`config.mk`:
```
export PLATFORM = sky130hd
export DESIGN_NAME = dcn_chain_node
export DESIGN_NICKNAME = d
export VERILOG_FILES = /design/src/rtl/dcn_chain_pkg.sv /design/src/rtl/dcn_frame_decode.sv /design/src/rtl/dcn_addr_reg.sv /design/src/rtl/dcn_reply_pipe.sv /design/src/rtl/dcn_chain_node.sv
export SDC_FILE = /design/constraint.sdc
export NUM_CORES = 1
export LEC_CHECK = 0
export ABC_AREA = 1
export ABC_CLOCK_PERIOD_IN_PS = 1900
export CORE_UTILIZATION = 30
export DETAILED_ROUTE_END_ITERATION = 10
export PLACE_DENSITY = 0.58
export SLEW_MARGIN = 20
export SYNTH_ARGS = -nofsm -noshare
export SYNTH_HDL_FRONTEND = slang
export SYNTH_HIERARCHICAL = 1
export SYNTH_SLANG_ARGS = --single-unit
```
`constraint.sdc`:
```
create_clock -name clk -period 1.9 [get_ports clk]
set_clock_uncertainty 0.2 [all_clocks]
set_input_delay 0.38 -clock clk [delete_from_list [all_inputs] [get_ports clk]]
set_output_delay 0.38 -clock clk [all_outputs]
set_load 0.1 [all_outputs]
```
`src/rtl/dcn_chain_pkg.sv`:
```
package dcn_chain_pkg;

  typedef enum logic [1:0] {
    FK_NONE   = 2'd0,
    FK_ASSIGN = 2'd1,
    FK_MATCH  = 2'd2
  } frame_kind_e;

endpackage

```
`src/rtl/dcn_frame_decode.sv`:
```
module dcn_frame_decode
  import dcn_chain_pkg::*;
#(
  parameter int ADDR_W = 4,
  parameter int CMD_W  = 4,
  parameter int DATA_W = 16,
  parameter logic [CMD_W-1:0] ASSIGN_CMD = 'hA
) (
  input  logic              msg_valid,
  input  logic              msg_short,
  input  logic [ADDR_W-1:0] msg_addr,
  input  logic [CMD_W-1:0]  msg_cmd,
  input  logic [DATA_W-1:0] msg_data,
  input  logic              addressed,
  input  logic [ADDR_W-1:0] node_addr,
  output frame_kind_e       kind,
  output logic [ADDR_W-1:0] new_addr
);

  logic is_assign_frame;

  assign new_addr        = msg_data[ADDR_W-1:0];
  assign is_assign_frame = !msg_short && (msg_addr == '0) && (msg_cmd == ASSIGN_CMD);

  always_comb begin
    kind = FK_NONE;
    if (msg_valid) begin
      if (!addressed) begin
        if (is_assign_frame && (new_addr != '0)) kind = FK_ASSIGN;
      end else if (msg_addr == node_addr) begin
        kind = FK_MATCH;
      end
    end
  end

endmodule

```
`src/rtl/dcn_addr_reg.sv`:
```
module dcn_addr_reg
  import dcn_chain_pkg::*;
#(
  parameter int ADDR_W = 4
) (
  input  logic              clk,
  input  logic              rst,
  input  logic              msg_valid,
  input  frame_kind_e       kind,
  input  logic [ADDR_W-1:0] new_addr,
  output logic              addressed,
  output logic              sw_close,
  output logic [ADDR_W-1:0] node_addr
);

  always_ff @(posedge clk) begin
    if (rst) begin
      addressed <= 1'b0;
      sw_close  <= 1'b0;
      node_addr <= '0;
    end else if (kind == FK_ASSIGN) begin
      addressed <= 1'b1;
      sw_close  <= 1'b1;
      node_addr <= new_addr;
    end
  end


  assign_take_chk: assert property (@(posedge clk) disable iff (rst)
    (msg_valid && kind == FK_ASSIGN) |=> (addressed && sw_close && node_addr == $past(new_addr)));


  closed_has_addr_chk: assert property (@(posedge clk) disable iff (rst)
    sw_close |-> (node_addr != '0));


  addr_locked_chk: assert property (@(posedge clk) disable iff (rst)
    addressed |=> ($stable(node_addr) && sw_close));

endmodule

```
`src/rtl/dcn_reply_pipe.sv`:
```
module dcn_reply_pipe
  import dcn_chain_pkg::*;
#(
  parameter int ADDR_W  = 4,
  parameter int DATA_W  = 16,
  parameter int SHORT_W = 8
) (
  input  logic              clk,
  input  logic              rst,
  input  logic              msg_valid,
  input  logic              msg_short,
  input  frame_kind_e       kind,
  input  logic [ADDR_W-1:0] new_addr,
  input  logic [DATA_W-1:0] msg_data,
  output logic              rsp_valid,
  output logic [DATA_W-1:0] rsp_word
);

  localparam int TAG_W = DATA_W - ADDR_W;

  logic              pend_valid;
  logic [DATA_W-1:0] pend_word;
  logic              last_short;
  logic [DATA_W-1:0] ack_word;
  logic [DATA_W-1:0] data_reply;
  logic [DATA_W-1:0] next_reply;
  logic              size_switch;

  assign ack_word = {{TAG_W{1'b1}}, new_addr};

  generate
    if (SHORT_W < DATA_W) begin : g_narrow
      logic [DATA_W-1:0] short_reply;
      assign short_reply = {{(DATA_W-SHORT_W){1'b0}}, ~msg_data[SHORT_W-1:0]};
      assign data_reply  = msg_short ? short_reply : ~msg_data;
    end else begin : g_full
      assign data_reply = ~msg_data;
    end
  endgenerate

  assign next_reply  = (kind == FK_ASSIGN) ? ack_word : data_reply;
  assign size_switch = msg_short && !last_short;

  always_ff @(posedge clk) begin
    if (rst) begin
      pend_valid <= 1'b0;
      pend_word  <= '0;
      last_short <= 1'b0;
      rsp_valid  <= 1'b0;
      rsp_word   <= '0;
    end else if (msg_valid) begin
      rsp_valid  <= pend_valid && !size_switch;
      rsp_word   <= pend_word;
      last_short <= msg_short;
      if (kind != FK_NONE) begin
        pend_valid <= 1'b1;
        pend_word  <= next_reply;
      end else begin
        pend_valid <= 1'b0;
      end
    end else begin
      rsp_valid <= 1'b0;
    end
  end


  reply_pulse_chk: assert property (@(posedge clk) disable iff (rst)
    rsp_valid |-> $past(msg_valid));


  reply_one_cycle_chk: assert property (@(posedge clk) disable iff (rst)
    (rsp_valid && !msg_valid) |=> !rsp_valid);


  short_switch_mute_chk: assert property (@(posedge clk) disable iff (rst)
    (msg_valid && msg_short && !last_short) |=> !rsp_valid);


  no_reply_after_idle_chk: assert property (@(posedge clk) disable iff (rst)
    (msg_valid && kind == FK_NONE) |=> !pend_valid);

endmodule

```
`src/rtl/dcn_chain_node.sv`:
```
module dcn_chain_node
  import dcn_chain_pkg::*;
#(
  parameter int ADDR_W  = 4,
  parameter int CMD_W   = 4,
  parameter int DATA_W  = 16,
  parameter int SHORT_W = 8,
  parameter logic [CMD_W-1:0] ASSIGN_CMD = 'hA
) (
  input  logic              clk,
  input  logic              rst,
  input  logic              msg_valid,
  input  logic              msg_short,
  input  logic [ADDR_W-1:0] msg_addr,
  input  logic [CMD_W-1:0]  msg_cmd,
  input  logic [DATA_W-1:0] msg_data,
  output logic              sw_close,
  output logic              addressed,
  output logic [ADDR_W-1:0] node_addr,
  output logic              rsp_valid,
  output logic [DATA_W-1:0] rsp_word
);

  frame_kind_e       kind;
  logic [ADDR_W-1:0] new_addr;

  dcn_frame_decode #(
    .ADDR_W(ADDR_W), .CMD_W(CMD_W), .DATA_W(DATA_W), .ASSIGN_CMD(ASSIGN_CMD)
  ) u_decode (
    .msg_valid(msg_valid), .msg_short(msg_short), .msg_addr(msg_addr),
    .msg_cmd(msg_cmd), .msg_data(msg_data), .addressed(addressed),
    .node_addr(node_addr), .kind(kind), .new_addr(new_addr)
  );

  dcn_addr_reg #(.ADDR_W(ADDR_W)) u_addr (
    .clk(clk), .rst(rst), .msg_valid(msg_valid), .kind(kind),
    .new_addr(new_addr), .addressed(addressed), .sw_close(sw_close),
    .node_addr(node_addr)
  );

  dcn_reply_pipe #(
    .ADDR_W(ADDR_W), .DATA_W(DATA_W), .SHORT_W(SHORT_W)
  ) u_reply (
    .clk(clk), .rst(rst), .msg_valid(msg_valid), .msg_short(msg_short),
    .kind(kind), .new_addr(new_addr), .msg_data(msg_data),
    .rsp_valid(rsp_valid), .rsp_word(rsp_word)
  );


  short_never_assigns_chk: assert property (@(posedge clk) disable iff (rst)
    (msg_valid && msg_short && !addressed) |=> !addressed);


  zero_addr_refused_chk: assert property (@(posedge clk) disable iff (rst)
    (msg_valid && msg_data[ADDR_W-1:0] == '0 && !addressed) |=> !sw_close);

endmodule

```
# Word level (Yosys, flattened, before mapping)
# Cells that the tools add are included.
dict set report word_totals {
  input_bits 28
  register_bits 40
  output_inout_bits 23
}
dict set report op_classes {
  muxes 7
  eq_ne 3
  n_bitwise 3
  reduce_logical 13
}
# operator count
set ops {}
lappend ops {{$mux 16} 2}
lappend ops {{$not 16->16} 1}
lappend ops {{$not 8->8} 1}
lappend ops {{$mux 2} 3}
lappend ops {{$logic_and 1x1->1} 5}
lappend ops {{$eq 4x4->1} 1}
lappend ops {{$eq 4x4->1 const B} 1}
lappend ops {{$logic_not 4->1} 1}
lappend ops {{$reduce_bool 4->1} 1}
lappend ops {{$logic_not 1->1} 3}
lappend ops {{$eq 2x1->1 const B} 1}
lappend ops {{$mux 1} 2}
lappend ops {{$reduce_and 2->1} 1}
lappend ops {{$reduce_bool 2->1} 1}
lappend ops {{$reduce_or 2->1} 1}
lappend ops {{$not 1->1} 1}

# Depth between registers and ports, before layout
dict set report depth {
  ltp_word 9
  mapped_depth 11
  depth_no_buf 11
}

# Modules after synthesis
# The synthesis kept the hierarchy.
# mod cells_per_inst seq_area_each_um2 area_per_inst_um2 n_inst
set by_module_without_submodules {}
lappend by_module_without_submodules {dcn_reply_pipe 183 700.7 1372.6 1}
lappend by_module_without_submodules {dcn_addr_reg 32 100.1 217.7 1}
lappend by_module_without_submodules {dcn_frame_decode 38 0.0 167.7 1}

# Least setup slack after synthesis
# No wires, ideal clock.
dict set report synth_path {
  kind {register -> register}
  startpoint {reg u_addr.node_addr[2]}
  endpoint {reg u_reply.pend_word[10]}
  stages_incl_launch_ff 11
  arrival_ps 2060
  t_required_ps 1584
  path_slack_ps -476
  setup_ps 116
  cell_sequence {dfxtp_1 inv_1 nand2_1 nand2_1 nor2_1 nand2_1 nor2_2 nand2_4 buf_6 o21ai_0 nor2_1}
}
dict set report synth_between {
  elab_chain_len 6
}
# element line_no
set synth_rtl {}
lappend synth_rtl {{from (decl)} dcn_addr_reg.sv:13} ;# output logic [ADDR_W-1:0] node_addr
lappend synth_rtl {{from (signal assigned)} dcn_addr_reg.sv:24} ;# node_addr <= new_addr;
lappend synth_rtl {{$eq 4x4->1 (*)} dcn_frame_decode.sv:30} ;# end else if (msg_addr == node_addr) begin
lappend synth_rtl {{$mux 2 (*)} dcn_frame_decode.sv:30}
lappend synth_rtl {{$mux 2 (*)} dcn_frame_decode.sv:28} ;# if (!addressed) begin
lappend synth_rtl {{$mux 2 (*)} dcn_frame_decode.sv:27} ;# if (msg_valid) begin
lappend synth_rtl {{net kind[1]} dcn_chain_node.sv:24} ;# frame_kind_e kind;
lappend synth_rtl {{$eq 2x1->1 / $reduce_bool 2->1 (equally long branches)} {dcn_reply_pipe.sv:41, dcn_reply_pipe.sv:55}}
lappend synth_rtl {{$mux 16 / $reduce_and 2->1 (equally long branches)} --}
lappend synth_rtl {{to (signal assigned)} dcn_reply_pipe.sv:57} ;# pend_word <= next_reply;
lappend synth_rtl {{to (decl)} dcn_reply_pipe.sv:22} ;# logic [DATA_W-1:0] pend_word;
# Mark *: on every way through the listed nets, which the timed path passes. The rest lies on a longest branch.
# A chain may end at the register's enable or synchronous reset.

# Worst setup path in the final report
dict set report layout_path {
  startpoint {in msg_valid}
  endpoint {reg u_reply.pend_word[9]}
}
dict set report layout_between {
  elab_chain_len 3
}
# element line_no
set layout_rtl {}
lappend layout_rtl {{from (decl)} dcn_chain_node.sv:12} ;# input logic msg_valid,
lappend layout_rtl {{$mux 2 (*)} dcn_frame_decode.sv:27}
lappend layout_rtl {{net kind[1]} dcn_chain_node.sv:24}
lappend layout_rtl {{$eq 2x1->1 / $reduce_bool 2->1 (equally long branches)} {dcn_reply_pipe.sv:41, dcn_reply_pipe.sv:55}}
lappend layout_rtl {{$mux 16 / $reduce_and 2->1 (equally long branches)} --}
# Marked as above.

==> summary.txt <==
status = completed
Rel. slew slack = 81.2%
max cap viols = 0
worst vdd ir = 0.000371 V
Num CTS Buffers = 5
Port Buffer Count = 50
Post-Synthesis Cells = 253
largest net degree at the start of global routing = 34
area leader, netlist = dfxtp_1
setup violators final = 0
first-pass GRT wire length = 7020 um
#FFs+latches synth = 40
GR peak layer = met2
CTS sink cnt = 40
CP max stage cell = clkdlybuf4s50_1
CTS Buffer Depth = 2
Clock Latency Late Sink = 0.29 ns
most frequent cell after synthesis = nor2_1
pins over their slew limit = 0
Area after DPL = 2630 um^2
GRT overflow = 0
Leakage = 1.25 nW
Least-Margin Pin Slew = 0.283 ns
initial DRC count = 91
CP top delay family = simple AND/OR/NAND/NOR gates
Bufs and invs on worst path = 3
root buf cell = clkbuf_8
crit path time final = 1.80 ns
Total Nets Final = 340
register area share after synthesis = 45.6%
post-synth top area share = 45.6%
syn_area_per_cell = 6.95 um^2
Design Area, Final = 2810 um^2
crit share post-route = 94.6%
Post-synth ARST share = 0%
Placement Rows = 27
Main synth FF type = dfxtp_1
dpl hpwl = 3060 um
RePlAce Congestion = 0.811
largest family of logic cells by synthesized area = simple AND/OR/NAND/NOR gates
post-synthesis xor/xnor area fraction = 0%
ant diodes = 0
post-synthesis compound-gate area fraction = 11.0%
DRT Wirelength = 4270 um
Top Ports = 51
Mapped Nets = 281
via count = 1687
drt via density = 4.38
Critical Path Max Stage Delay = 0.51 ns
crit path max fanout = 7
Global Route met3 Usage = 3.84%
Worst path most repeated cell = nor2_1
Critical Path Source Type = primary input
CTS Hold Buffers Added = 0
crit path cell chain = clkdlybuf4s50_1 -> inv_1 -> nor2_1 -> nand2_1 -> nor2_4 -> nand2_4 -> nand2_8 -> clkbuf_16 -> nor2_1 -> nor2_1
initial core utilization = 31.5%
Reg2Reg Setup Slack = 0.23 ns
critical path data required time = 1.93 ns
Hold Path Class = flop to flop
Post-synth EDFFs = 0
Simple-Gate Fraction of Synth Area = 30.7%
Die X = 78.6 um
# DRC = 0
RSZ-0062 raised after global routing = no
CP Data Arrival Time = 1.83 ns
CTS H-tree lvls = 2
Power Density = 691 nW/um^2
Cell Area, Synth = 1760 um^2
library cells used by synthesis = 20
vias in the first global route = 1580
Routed Antenna Nets = 0
total track usage = 14.7%
DR pass1 iterations = 4
Post-synth top cells = 71 x nor2_1, 40 x dfxtp_1, 37 x nand2_1
GRT met2 Usage = 25.2%
Die H = 78.6 um
Achievable Freq = 556 MHz
Adder-Cell Fraction of Synth Area = 0%
Layout Area Growth over Synthesis = 59.6%
Hold Vio Cnt, Final = 0
capturing element type of the critical path = flop
die area = 6170 um^2
layout cells sized above 1 = 20.1%
M1 GR Usage = 17.5%
initial antenna violation count = 0
TritonCTS clock tree = built
Synth Warn # = 6
Core ar. = 5570 um^2
number of fill cells = 544
wire per inst = 11.1 um
clk slew on worst S/H paths = 0.08 ns
TNS Setup = 0 ns
top post-synthesis cells by area = dfxtp_1 46%, nor2_1 15%, nand2_1 7.9%
kind of critical path = primary input to flop
mux share of post-synthesis cell area = 0%
[placed cells by master (no fill, tap or decap), drive strengths merged]
cell | Yosys | final
nand2 | 40 | 41
nor2 | 73 | 73
nand3 | 12 | 12
dfxtp | 40 | 40
inv | 31 | 31
clkbuf | 3 | 7
dlymetal6s2s | 0 | 3
bufinv | 0 | 1
nor3 | 1 | 1
clkinv | 0 | 1
a21oi | 12 | 12
nand4 | 3 | 3
buf | 12 | 38
clkdlybuf4s50 | 0 | 24
o21ai | 26 | 26
[flip-flops by register name, summed over array words and instances (netlist names)]
signal and cells:
u_reply/rsp_word 16, u_addr/node_addr 4, u_reply/pend_word 16, u_reply/pend_valid 1, u_addr/sw_close 1, u_reply/rsp_valid 1, u_reply/last_short 1
[kinds of logic (layout without fill, tap and decap cells)]
| family | count (synthesis) | in the layout |
|---|---|---|
| simple gates | 129 | 130 |
| flops | 40 | 40 |
| compound gates | 38 | 38 |
| buf+inv | 46 | 105 |
[worst reg2reg max path: cells and delay by family, from the launching register on]
family	cells	cell delay, ns
buf+inv	2	0.18
simple gates	9	0.85
flops	1	0.38
[power breakdown]
group / total [mW] / switching (mW) / internal [mW]
registers: 0.867 / 0.0177 / 0.849
clock network: 0.728 / 0.299 / 0.430
logic: 0.345 / 0.198 / 0.147
total: 1.94 / 0.514 / 1.42
[layer usage]
layer	wire length (um)	part of all wire, %
met4	40	0.94
met3	161	3.8
met2	2150	50
met1	1920	45
met5	0	0
[through the flow]
stage | hold WS [ns] | instances | util [%] | setup slack [ns] | power, mW
floorplan | 0.229 | 253 | - | 0.00997 | 1.07
CTS | 0.256 | 383 | 49.3 | 0.0383 | 1.96
detailed placement | 0.247 | 375 | 47.2 | -0.261 | 1.23
global placement | 0.243 | 375 | 47.2 | -0.236 | 1.23
global route | 0.266 | 385 | 50.3 | 0.0109 | 2.03
finish | 0.257 | 385 | 50.3 | 0.102 | 1.94
[layout make-up]
type	count	area, um^2	share of cell area (%)
Clock buffer	6	82.6	2.94
Inverter	31	116	4.15
Sequential cell	40	820	29.2
Tap cell	72	90.1	3.21
Timing Repair Buffer	66	901	32.1
Clock inverter	2	38.8	1.38
Multi-Input combinational cell	168	757	27.0
[what timing repair did]
| item | CTS | global route |
|---|---|---|
| setup endpoints to repair | 0 | 22 |
| resized for setup | 0 | 6 |
| buffers inserted | 0 | 0 |
| endpoints found under the hold margin | 0 | 0 |
[path summary, 6_finish.rpt]
kind	start	end	depth (start not counted)
setup reg to reg	u_addr/node_addr[2]	u_reply/pend_word[9]	11
hold reg to reg	u_reply/pend_word[2]	u_reply/rsp_word[2]	2
hold / removal	u_reply/pend_word[2]	u_reply/rsp_word[2]	2
setup / recovery	msg_valid	u_reply/pend_word[9]	10
Note: power is estimated with default switching activity, not from simulation.
